File: config.mk
export PLATFORM = sky130hd
export DESIGN_NAME = mux_bus_master
export DESIGN_NICKNAME = d
export VERILOG_FILES = /design/src/rtl/mbm_pkg.sv /design/src/rtl/mbm_sync.sv /design/src/rtl/mbm_fsm.sv /design/src/rtl/mbm_datapath.sv /design/src/rtl/mux_bus_master.sv
export SDC_FILE = /design/constraint.sdc
export NUM_CORES = 1
export LEC_CHECK = 0
export BUFFER_PORTS_ARGS = -buffer_cell sky130_fd_sc_hd__buf_4
export CORE_AREA = 2 2 81 83
export CTS_CLUSTER_DIAMETER = 150
export CTS_CLUSTER_SIZE = 25
export DETAILED_ROUTE_END_ITERATION = 10
export DIE_AREA = 0 0 83 85
export HOLD_SLACK_MARGIN = 0.05
export PLACE_DENSITY = 0.78
export SETUP_SLACK_MARGIN = 0.02
export SYNTH_ARGS = -nofsm -noshare
export SYNTH_HDL_FRONTEND = slang
export SYNTH_SLANG_ARGS = --single-unit
File: constraint.sdc
create_clock -name clk_i -period 2 [get_ports clk_i]
set_input_delay 0.1 -clock clk_i [delete_from_list [all_inputs] [get_ports clk_i]]
set_output_delay 0.1 -clock clk_i [all_outputs]
set_load 0.05 [all_outputs]
File: src/rtl/mbm_pkg.sv
package mbm_pkg;
  typedef enum logic [2:0] {
    ST_IDLE,
    ST_SETUP,
    ST_ASTB,
    ST_AHOLD,
    ST_TURN,
    ST_WDAT,
    ST_STRB,
    ST_HOLD
  } bus_state_e;
endpackage

File: src/rtl/mbm_sync.sv
module mbm_sync #(
  parameter int   STAGES  = 2,
  parameter logic RST_VAL = 1'b1
) (
  input  logic clk_i,
  input  logic rst_ni,
  input  logic d_i,
  output logic q_o
);
  logic [STAGES-1:0] chain_q;

  generate
    if (STAGES == 1) begin : g_single
      always_ff @(posedge clk_i or negedge rst_ni)
        if (!rst_ni) chain_q <= RST_VAL;
        else         chain_q <= d_i;
    end else begin : g_chain
      always_ff @(posedge clk_i or negedge rst_ni)
        if (!rst_ni) chain_q <= {STAGES{RST_VAL}};
        else         chain_q <= {chain_q[STAGES-2:0], d_i};
    end
  endgenerate

  assign q_o = chain_q[STAGES-1];
endmodule

File: src/rtl/mbm_fsm.sv
module mbm_fsm
  import mbm_pkg::*;
(
  input  logic       clk_i,
  input  logic       rst_ni,
  input  logic       req_i,
  input  logic       write_i,
  input  logic       rdy_n_i,
  output bus_state_e state_o,
  output logic       wr_o,
  output logic       accept_o,
  output logic       capture_o
);
  bus_state_e state_q, state_d;
  logic       wr_q;

  assign accept_o  = (state_q == ST_IDLE) && req_i && rdy_n_i;
  // capture coincides with the strobe rising
  assign capture_o = (state_q == ST_STRB) && !rdy_n_i;

  always_comb begin
    state_d = state_q;
    case (state_q)
      ST_IDLE:  if (accept_o) state_d = ST_SETUP;
      ST_SETUP: state_d = ST_ASTB;
      ST_ASTB:  state_d = ST_AHOLD;
      ST_AHOLD: state_d = wr_q ? ST_WDAT : ST_TURN;
      ST_TURN:  state_d = ST_STRB;
      ST_WDAT:  state_d = ST_STRB;
      ST_STRB:  if (capture_o) state_d = ST_HOLD;
      ST_HOLD:  state_d = ST_IDLE;
      default:  state_d = ST_IDLE;
    endcase
  end

  always_ff @(posedge clk_i or negedge rst_ni) begin
    if (!rst_ni) begin
      state_q <= ST_IDLE;
      wr_q    <= 1'b0;
    end else begin
      state_q <= state_d;
      if (accept_o) wr_q <= write_i;
    end
  end

  assign state_o = state_q;
  assign wr_o    = wr_q;
endmodule

File: src/rtl/mbm_datapath.sv
module mbm_datapath #(
  parameter int ADDR_W = 24,
  parameter int DATA_W = 16,
  parameter int BE_W   = 2
) (
  input  logic              clk_i,
  input  logic              rst_ni,
  input  logic              load_i,
  input  logic              capture_i,
  input  logic [ADDR_W-1:0] addr_i,
  input  logic [BE_W-1:0]   be_i,
  input  logic [DATA_W-1:0] wdata_i,
  input  logic [DATA_W-1:0] dal_i,
  output logic [ADDR_W-1:0] addr_o,
  output logic [BE_W-1:0]   be_o,
  output logic [DATA_W-1:0] wdata_o,
  output logic [DATA_W-1:0] rdata_o
);
  always_ff @(posedge clk_i or negedge rst_ni) begin
    if (!rst_ni) begin
      addr_o  <= '0;
      be_o    <= '0;
      wdata_o <= '0;
      rdata_o <= '0;
    end else begin
      if (load_i) begin
        addr_o  <= addr_i;
        be_o    <= be_i;
        wdata_o <= wdata_i;
      end
      if (capture_i) rdata_o <= dal_i;
    end
  end
endmodule

File: src/rtl/mux_bus_master.sv
module mux_bus_master
  import mbm_pkg::*;
#(
  parameter  int ADDR_W      = 24,
  parameter  int DATA_W      = 16,
  parameter  int SYNC_STAGES = 2,
  localparam int BE_W        = DATA_W / 8,
  localparam int HI_W        = ADDR_W - DATA_W
) (
  input  logic              clk_i,
  input  logic              rst_ni,
  input  logic              req_i,
  output logic              req_ready_o,
  input  logic              req_write_i,
  input  logic [ADDR_W-1:0] req_addr_i,
  input  logic [BE_W-1:0]   req_be_i,
  input  logic [DATA_W-1:0] req_wdata_i,
  output logic              done_o,
  output logic [DATA_W-1:0] rdata_o,
  output logic [DATA_W-1:0] dal_o,
  input  logic [DATA_W-1:0] dal_i,
  output logic              dal_oe_o,
  output logic [HI_W-1:0]   adr_hi_o,
  output logic              as_o,
  output logic              ds_n_o,
  output logic              read_o,
  output logic [BE_W-1:0]   bm_n_o,
  output logic              xcvr_in_o,
  output logic              xcvr_out_o,
  input  logic              rdy_ni
);
  bus_state_e        state;
  logic              wr, accept, capture, rdy_n_sync;
  logic [ADDR_W-1:0] addr_q;
  logic [BE_W-1:0]   be_q;
  logic [DATA_W-1:0] wdata_q;
  logic              in_cycle, drive_addr, drive_wdat, strobe_phase;

  mbm_sync #(.STAGES(SYNC_STAGES), .RST_VAL(1'b1)) u_rdy_sync (
    .clk_i  (clk_i),
    .rst_ni (rst_ni),
    .d_i    (rdy_ni),
    .q_o    (rdy_n_sync)
  );

  mbm_fsm u_fsm (
    .clk_i     (clk_i),
    .rst_ni    (rst_ni),
    .req_i     (req_i),
    .write_i   (req_write_i),
    .rdy_n_i   (rdy_n_sync),
    .state_o   (state),
    .wr_o      (wr),
    .accept_o  (accept),
    .capture_o (capture)
  );

  mbm_datapath #(.ADDR_W(ADDR_W), .DATA_W(DATA_W), .BE_W(BE_W)) u_dp (
    .clk_i     (clk_i),
    .rst_ni    (rst_ni),
    .load_i    (accept),
    .capture_i (capture),
    .addr_i    (req_addr_i),
    .be_i      (req_be_i),
    .wdata_i   (req_wdata_i),
    .dal_i     (dal_i),
    .addr_o    (addr_q),
    .be_o      (be_q),
    .wdata_o   (wdata_q),
    .rdata_o   (rdata_o)
  );

  assign in_cycle     = (state != ST_IDLE);
  assign drive_addr   = (state == ST_SETUP) || (state == ST_ASTB) || (state == ST_AHOLD);
  assign strobe_phase = (state == ST_STRB) || (state == ST_HOLD);
  assign drive_wdat   = wr && ((state == ST_WDAT) || strobe_phase);

  assign req_ready_o = (state == ST_IDLE) && rdy_n_sync;
  assign done_o      = (state == ST_HOLD);
  assign dal_oe_o    = drive_addr || drive_wdat;
  assign dal_o       = drive_addr ? addr_q[DATA_W-1:0] : wdata_q;
  assign adr_hi_o    = in_cycle ? addr_q[ADDR_W-1:DATA_W] : '0;
  assign as_o        = (state == ST_ASTB);
  assign ds_n_o      = (state != ST_STRB);
  assign read_o      = in_cycle ? !wr : 1'b1;
  assign bm_n_o      = in_cycle ? ~be_q : '1;
  assign xcvr_out_o  = dal_oe_o;
  // turnaround state leaves both enables low before inbound turns on
  assign xcvr_in_o   = !wr && strobe_phase;
endmodule

* Word-level counts from Yosys, hierarchy flattened
Index checks and enable logic that the tools add are counted.
** Operators by class
- Equality and inequality tests :: 10
- Mux-type cells :: 8
- Bitwise gates (word level) :: 1
- Reduce and logical (&&, ||, !) cells :: 17
** Operators with widths (count)
- one-hot mux 3 bit (7 select lines) :: 1
- 2-to-1 mux 16 bit :: 1
- == test 3 bit, second input constant :: 4
- 2-to-1 mux 8 bit :: 1
- == test 3 x 2 -> 1 bit, second input constant :: 2
- logical AND 1 bit :: 6
- 2-to-1 mux 3 bit :: 2
- logical OR 1 bit :: 5
- != test 2 bit, second input constant :: 2
- == test 3 x 1 -> 1 bit, second input constant :: 1
- zero test 3 bit :: 1
- != test 3 bit, second input constant :: 1
- nonzero test 3 bit :: 1
- zero test 1 bit :: 2
- 2-to-1 mux 1 bit :: 2
- 2-to-1 mux 2 bit :: 1
- inverter 2 bit :: 1
- AND reduction 2 bit :: 1
- OR reduction 2 bit :: 1
** Storage, ports and cells
- Bits in registers :: 64
- Output and inout bits :: 50
- Word-level logic and storage cells :: 43

* Depth between registers and ports, before layout
- Depth after elaboration :: 5
- Gate-level depth with buffers :: 6
- Gate-level depth less buffers :: 3

* Hierarchy
From an unflattened synthesis, not the netlist that was laid out.
** Unflattened totals
- Cells, all modules :: 182
- Area total of the unflattened synthesis :: 3062.9 um^2
** Modules (own cells, without submodules)
- mbm_datapath :: instances 1, cells an instance 123, area each 2406.1 um^2, sequential area each 1451.4 um^2
- mux_bus_master :: instances 1, cells an instance 41, area each 406.6 um^2, sequential area each 0.0 um^2
- mbm_fsm :: instances 1, cells an instance 16, area each 197.7 um^2, sequential area each 100.1 um^2
- mbm_sync :: instances 1, cells an instance 2, area each 52.6 um^2, sequential area each 52.6 um^2

* Worst setup path before layout
OpenSTA, ideal clock, no wires.
- Path kind :: flip-flop to flip-flop
- Start :: register u_fsm.state_q[0] (netlist: u_fsm.state_o[0])
- End :: register u_dp.rdata_o[10]
- Setup time :: 0.125 ns
- Arrival time :: 1.959 ns
- Slack :: -0.083 ns
- Cell stages (with the launch flop) :: 6
- Path buffers :: 2
- Clock period less this slack :: 2.083 ns
- Cell sequence :: dfrtp_1 -> buf_4 -> nand3b_1 -> nor2_2 -> buf_4 -> mux2_2
** On the way
- Cells in the longest elaborated chain, start to end :: 2
** Ends and longest elaborated chain
- start, declared :: RTL line mbm_fsm.sv:14 : bus_state_e state_q, state_d;
- start signal, assigned :: RTL line mbm_fsm.sv:41 : state_q <= state_d;
- == test 3 bit :: RTL line mbm_fsm.sv:19 : assign capture_o = (state_q == ST_STRB) && !rdy_n_i;
- logical AND 1 bit :: RTL line mbm_fsm.sv:19
- end signal, assigned :: RTL line mbm_datapath.sv:31 : if (capture_i) rdata_o <= dal_i;
- end, declared :: RTL line mbm_datapath.sv:17 : output logic [DATA_W-1:0] rdata_o
Every way passes these cells.
A chain may end at the register's enable or synchronous reset.

* Worst setup path in the final report
- Start :: register u_fsm.state_q[1] (netlist: u_fsm.state_o[1])
- End :: output port dal_o[6]
** On the way
- Cells in the longest elaborated chain, start to end :: 4
- Elaborated cells between the ends (all ways) :: 6
** Ends and longest elaborated chain
- == test 3 x 1 -> 1 bit / == test 3 x 2 -> 1 bit (equally long branches) :: RTL line mux_bus_master.sv:74 : assign drive_addr = (state == ST_SETUP) || (state == ST_ASTB) || (state == ST_AHOLD);
- logical OR 1 bit :: RTL line mux_bus_master.sv:74
- logical OR 1 bit (*) :: RTL line mux_bus_master.sv:74
- 2-to-1 mux 16 bit (*) :: RTL line mux_bus_master.sv:81 : assign dal_o = drive_addr ? addr_q[DATA_W-1:0] : wdata_q;
- end, declared :: RTL line mux_bus_master.sv:20 : output logic [DATA_W-1:0] dal_o,
Mark *: on every way between the ends. The rest lies on a longest branch, timed or not.

==> impl_metrics.yaml <==
setup_path:
  cp_data_arrival_time_ns: 1.78
  critical_path.startpoint_type: "flop"
  timing.rr.end: "u_dp.wdata_o[12]"
  worstPathRequired_ns: 1.90
  critPathCaptureType: "output port"
  worstSetupStartpoint: "u_fsm.state_o[1]"
  rr_worst_depth: 4
  rrSetupSlack_ns: 0.14
  path_max_fanout: 10
  criticalPathCategory: "reg -> out"
  critical_path.reg2reg.startpoint: "u_fsm.state_o[1]"
synthesis:
  yosys.area.top_type: "dfrtp_1"
  synthSimpleGateAreaFrac: 0.05496
  synth_seq_area_share: 0.5462
  synth_compound_area_frac: 0.009374
  combinational_family_with_the_most_area_after_synthesis: "multiplexers"
  synth_top_cells_by_area: "dfrtp_1, mux2_4, mux2_2"
  yosysUniqueCellTypes: 25
  ys_ff_latch: 64
  postSynthCellCount: 183
  synth-warning-count: 0
  synth_nets: 246
  mean_area_per_synthesized_cell_um2: 16.05
  synthesized_area_fraction_occupied_by_adder_cells: 0
  muxShareOfSynthArea: 0.3387
  synth_xor_xnor_area_share: 0.002983
  cell_area_after_synthesis_um2: 2937
  synth_largest_type_area_fraction: 0.5283
min_path:
  holdPathStages: 3
  hold_path_end: "u_fsm.state_o[0]"
  hold_path.class: "in -> reg"
  hold_path_startpoint: "req_i"
timing:
  hold_slack_ns: 0.2476
  final_period_util: 0.9419
  max_slew_margin: 0.4811
  final-max-slew-violation-count: 0
  summed_negative_setup_slack_over_all_endpoints_ns: 0
  fmax_mhz: 530.9
  post-route-min-period_ns: 1.884
  timing_worst_slew_pin_value_ns: 0.7784
  report.final.hold_viol_count: 0
  setup_skew_ns: 0.006032
  rsz0062_at_grt: "false"
  finalSetupViolations: 0
cts:
  cts_inserted_buffers: 9
  h-tree-depth: 3
  cts.sinks: 64
  postCtsSetupBuffers: 0
  clock_latency_ns: 0.32
  ctsLongestPathBuffers: 2
  clk_transition_reported_paths_ns: 0.07
  tritoncts_clock_tree: "built"
  clock-root-buffer: "clkbuf_8"
detailed_routing:
  via_count: 2065
  sum_of_routed_wire_length_over_all_layers_um: 6784
  drtPass1Iterations: 4
  avgRoutedWirePerCell_um: 15.38
  post_drt_via_cell_ratio: 4.683
  antenna_violating_nets_left: 0
  detailedRoute.firstIterationViolations: 100
  drcViolationCount: 0
global_routing:
  groute.usage.overall: 0.2039
  antenna_found_initial: 0
  wire_length_of_the_first_global_routing_pass_um: 11320
  first_global_vias: 2389
  grt_remaining_overflow: 0
  maximum_number_of_pins_on_one_net_before_global_route_repair: 65
floorplan:
  fp.dieH_um: 85
  chipWidth_um: 83
  die_area_um2: 7055
  io_pins: 113
  num_rows: 29
  design.core.area_um2: 6205
  starting_density_of_the_core: 0.4733
layout:
  num_antenna_cells: 0
  num-nets-final: 422
  multi_input_comb_area_um2: 1216
  area.sequential_um2: 1604
  layout.cells.most_common_list: "buf_4, dfrtp_1, dlygate4sd3_1"
  syn2layout_area_growth_pct: 56.67
  layoutNonFillerInstCount: 441
  post_route_cells_drive_above_1_share: 0.5769
  n_fill_cell: 399
  final_common_cell: "buf_4"
power:
  totalPowerFinal_mw: 8.394
  power.density_nw_per_um2: 1825
  power.leakage_nw: 2.206
  worst_ir_drop_on_vdd_mv: 1.130
placement:
  dp_hpwl_um: 4339
  gp_routability_congestion: 0.7489
  io_buffers: 112
  place.detailed.instances: 363
flow_run:
  drv.max_cap_violation_count: 0
outcome:
  outcome: "completed"
-- area by class of cell --
class                           count  area share
Tap cell                           77     0.02094
Multi-Input combinational cell    107      0.2643
Sequential cell                    64      0.3487
Clock inverter                      3    0.009247
Inverter                            1   0.0008159
Timing Repair Buffer              176      0.3258
Clock buffer                       13     0.03019
-- stage by stage --
| step | utilization | cell area (um2) | worst slack [ns] |
|---|---|---|---|
| after floorplan | - | 2949 | 0.01829 |
| after global placement | 0.6108 | 3790 | 0.2336 |
| after detailed placement | 0.6108 | 3790 | 0.1755 |
| after CTS | 0.7389 | 4584 | 0.02620 |
| after global routing | 0.7415 | 4601 | 0.03238 |
| final | 0.7415 | 4601 | 0.1162 |
-- critical path: stages, from the launching register on --
cell and delay [ns]:
dfrtp_1 0.48, nor2_4 0.18, or2_4 0.23, mux2_2 0.37
buf_4 0.19
-- metal layers --
metal | part of all wire | vias to the layer above | global-route usage
met5 | 0 | - | 0
met4 | 0.0099 | 0 | 0.08346
met3 | 0.043 | 6 | 0.05350
met2 | 0.52 | 67 | 0.3519
met1 | 0.42 | 1005 | 0.2441
li1 | - | 987 | -
-- flip-flops by register name, indices dropped and copies added, names as in the netlist --
register,count
u_dp.wdata_o,16
u_rdy_sync.chain_q,2
u_fsm.wr_o,1
u_dp.rdata_o,16
u_fsm.state_o,3
u_dp.addr_o,24
u_dp.be_o,2
-- logic make-up after synthesis --
group,count (synthesis)
muxes,75
DFF,64
xor gates and xnor gates,1
and+or+nand+nor,25
AOI/OAI and AO/OA,5
buffers and inverters,13
-- where the power goes --
group	internal, mW	switching [mW]
clock	0.576	0.454
combinational	2.03	3.05
sequential	1.90	0.383
total	4.51	3.89
-- cells in the mapped netlist --
library cell  count
nand2_1           5
nor2_8            1
or2_2             1
nor3b_1           1
dfrtp_1          62
and2_1            9
nand3b_1          1
or3_4             1
o31ai_1           1
xnor2_1           1
buf_6             1
inv_1             1
o21ai_0           1
nor3_1            1
nor2_1            1
nor2_2            1
and3_1            2
buf_4             4
mux2_4           40
nor2b_1           1
buf_12            4
a21oi_1           3
mux2_2           35
buf_2             3
dfstp_2           2
-- worst max path at each step --
| stage | cells after the start | end |
|---|---|---|
| 5_1_grt | 4 | dal_o[6] |
| 6_report | 4 | dal_o[6] |
| 3_5_place_dp | 4 | u_dp.addr_o[12] |
| 3_3_place_gp | 4 | u_dp.wdata_o[13] |
| 4_1_cts | 4 | dal_o[5] |
| 2_1_floorplan | 5 | u_dp.rdata_o[10] |
-- what timing repair did --
action                                  CTS  global route
gates resized for setup                   1             3
endpoints found under the setup margin   16            16
pin swaps                                 0             1
hold endpoints to repair                122             0
hold buffers                             61             0
cloned                                    0             1
No activity file was read; power rests on OpenSTA's default activity.
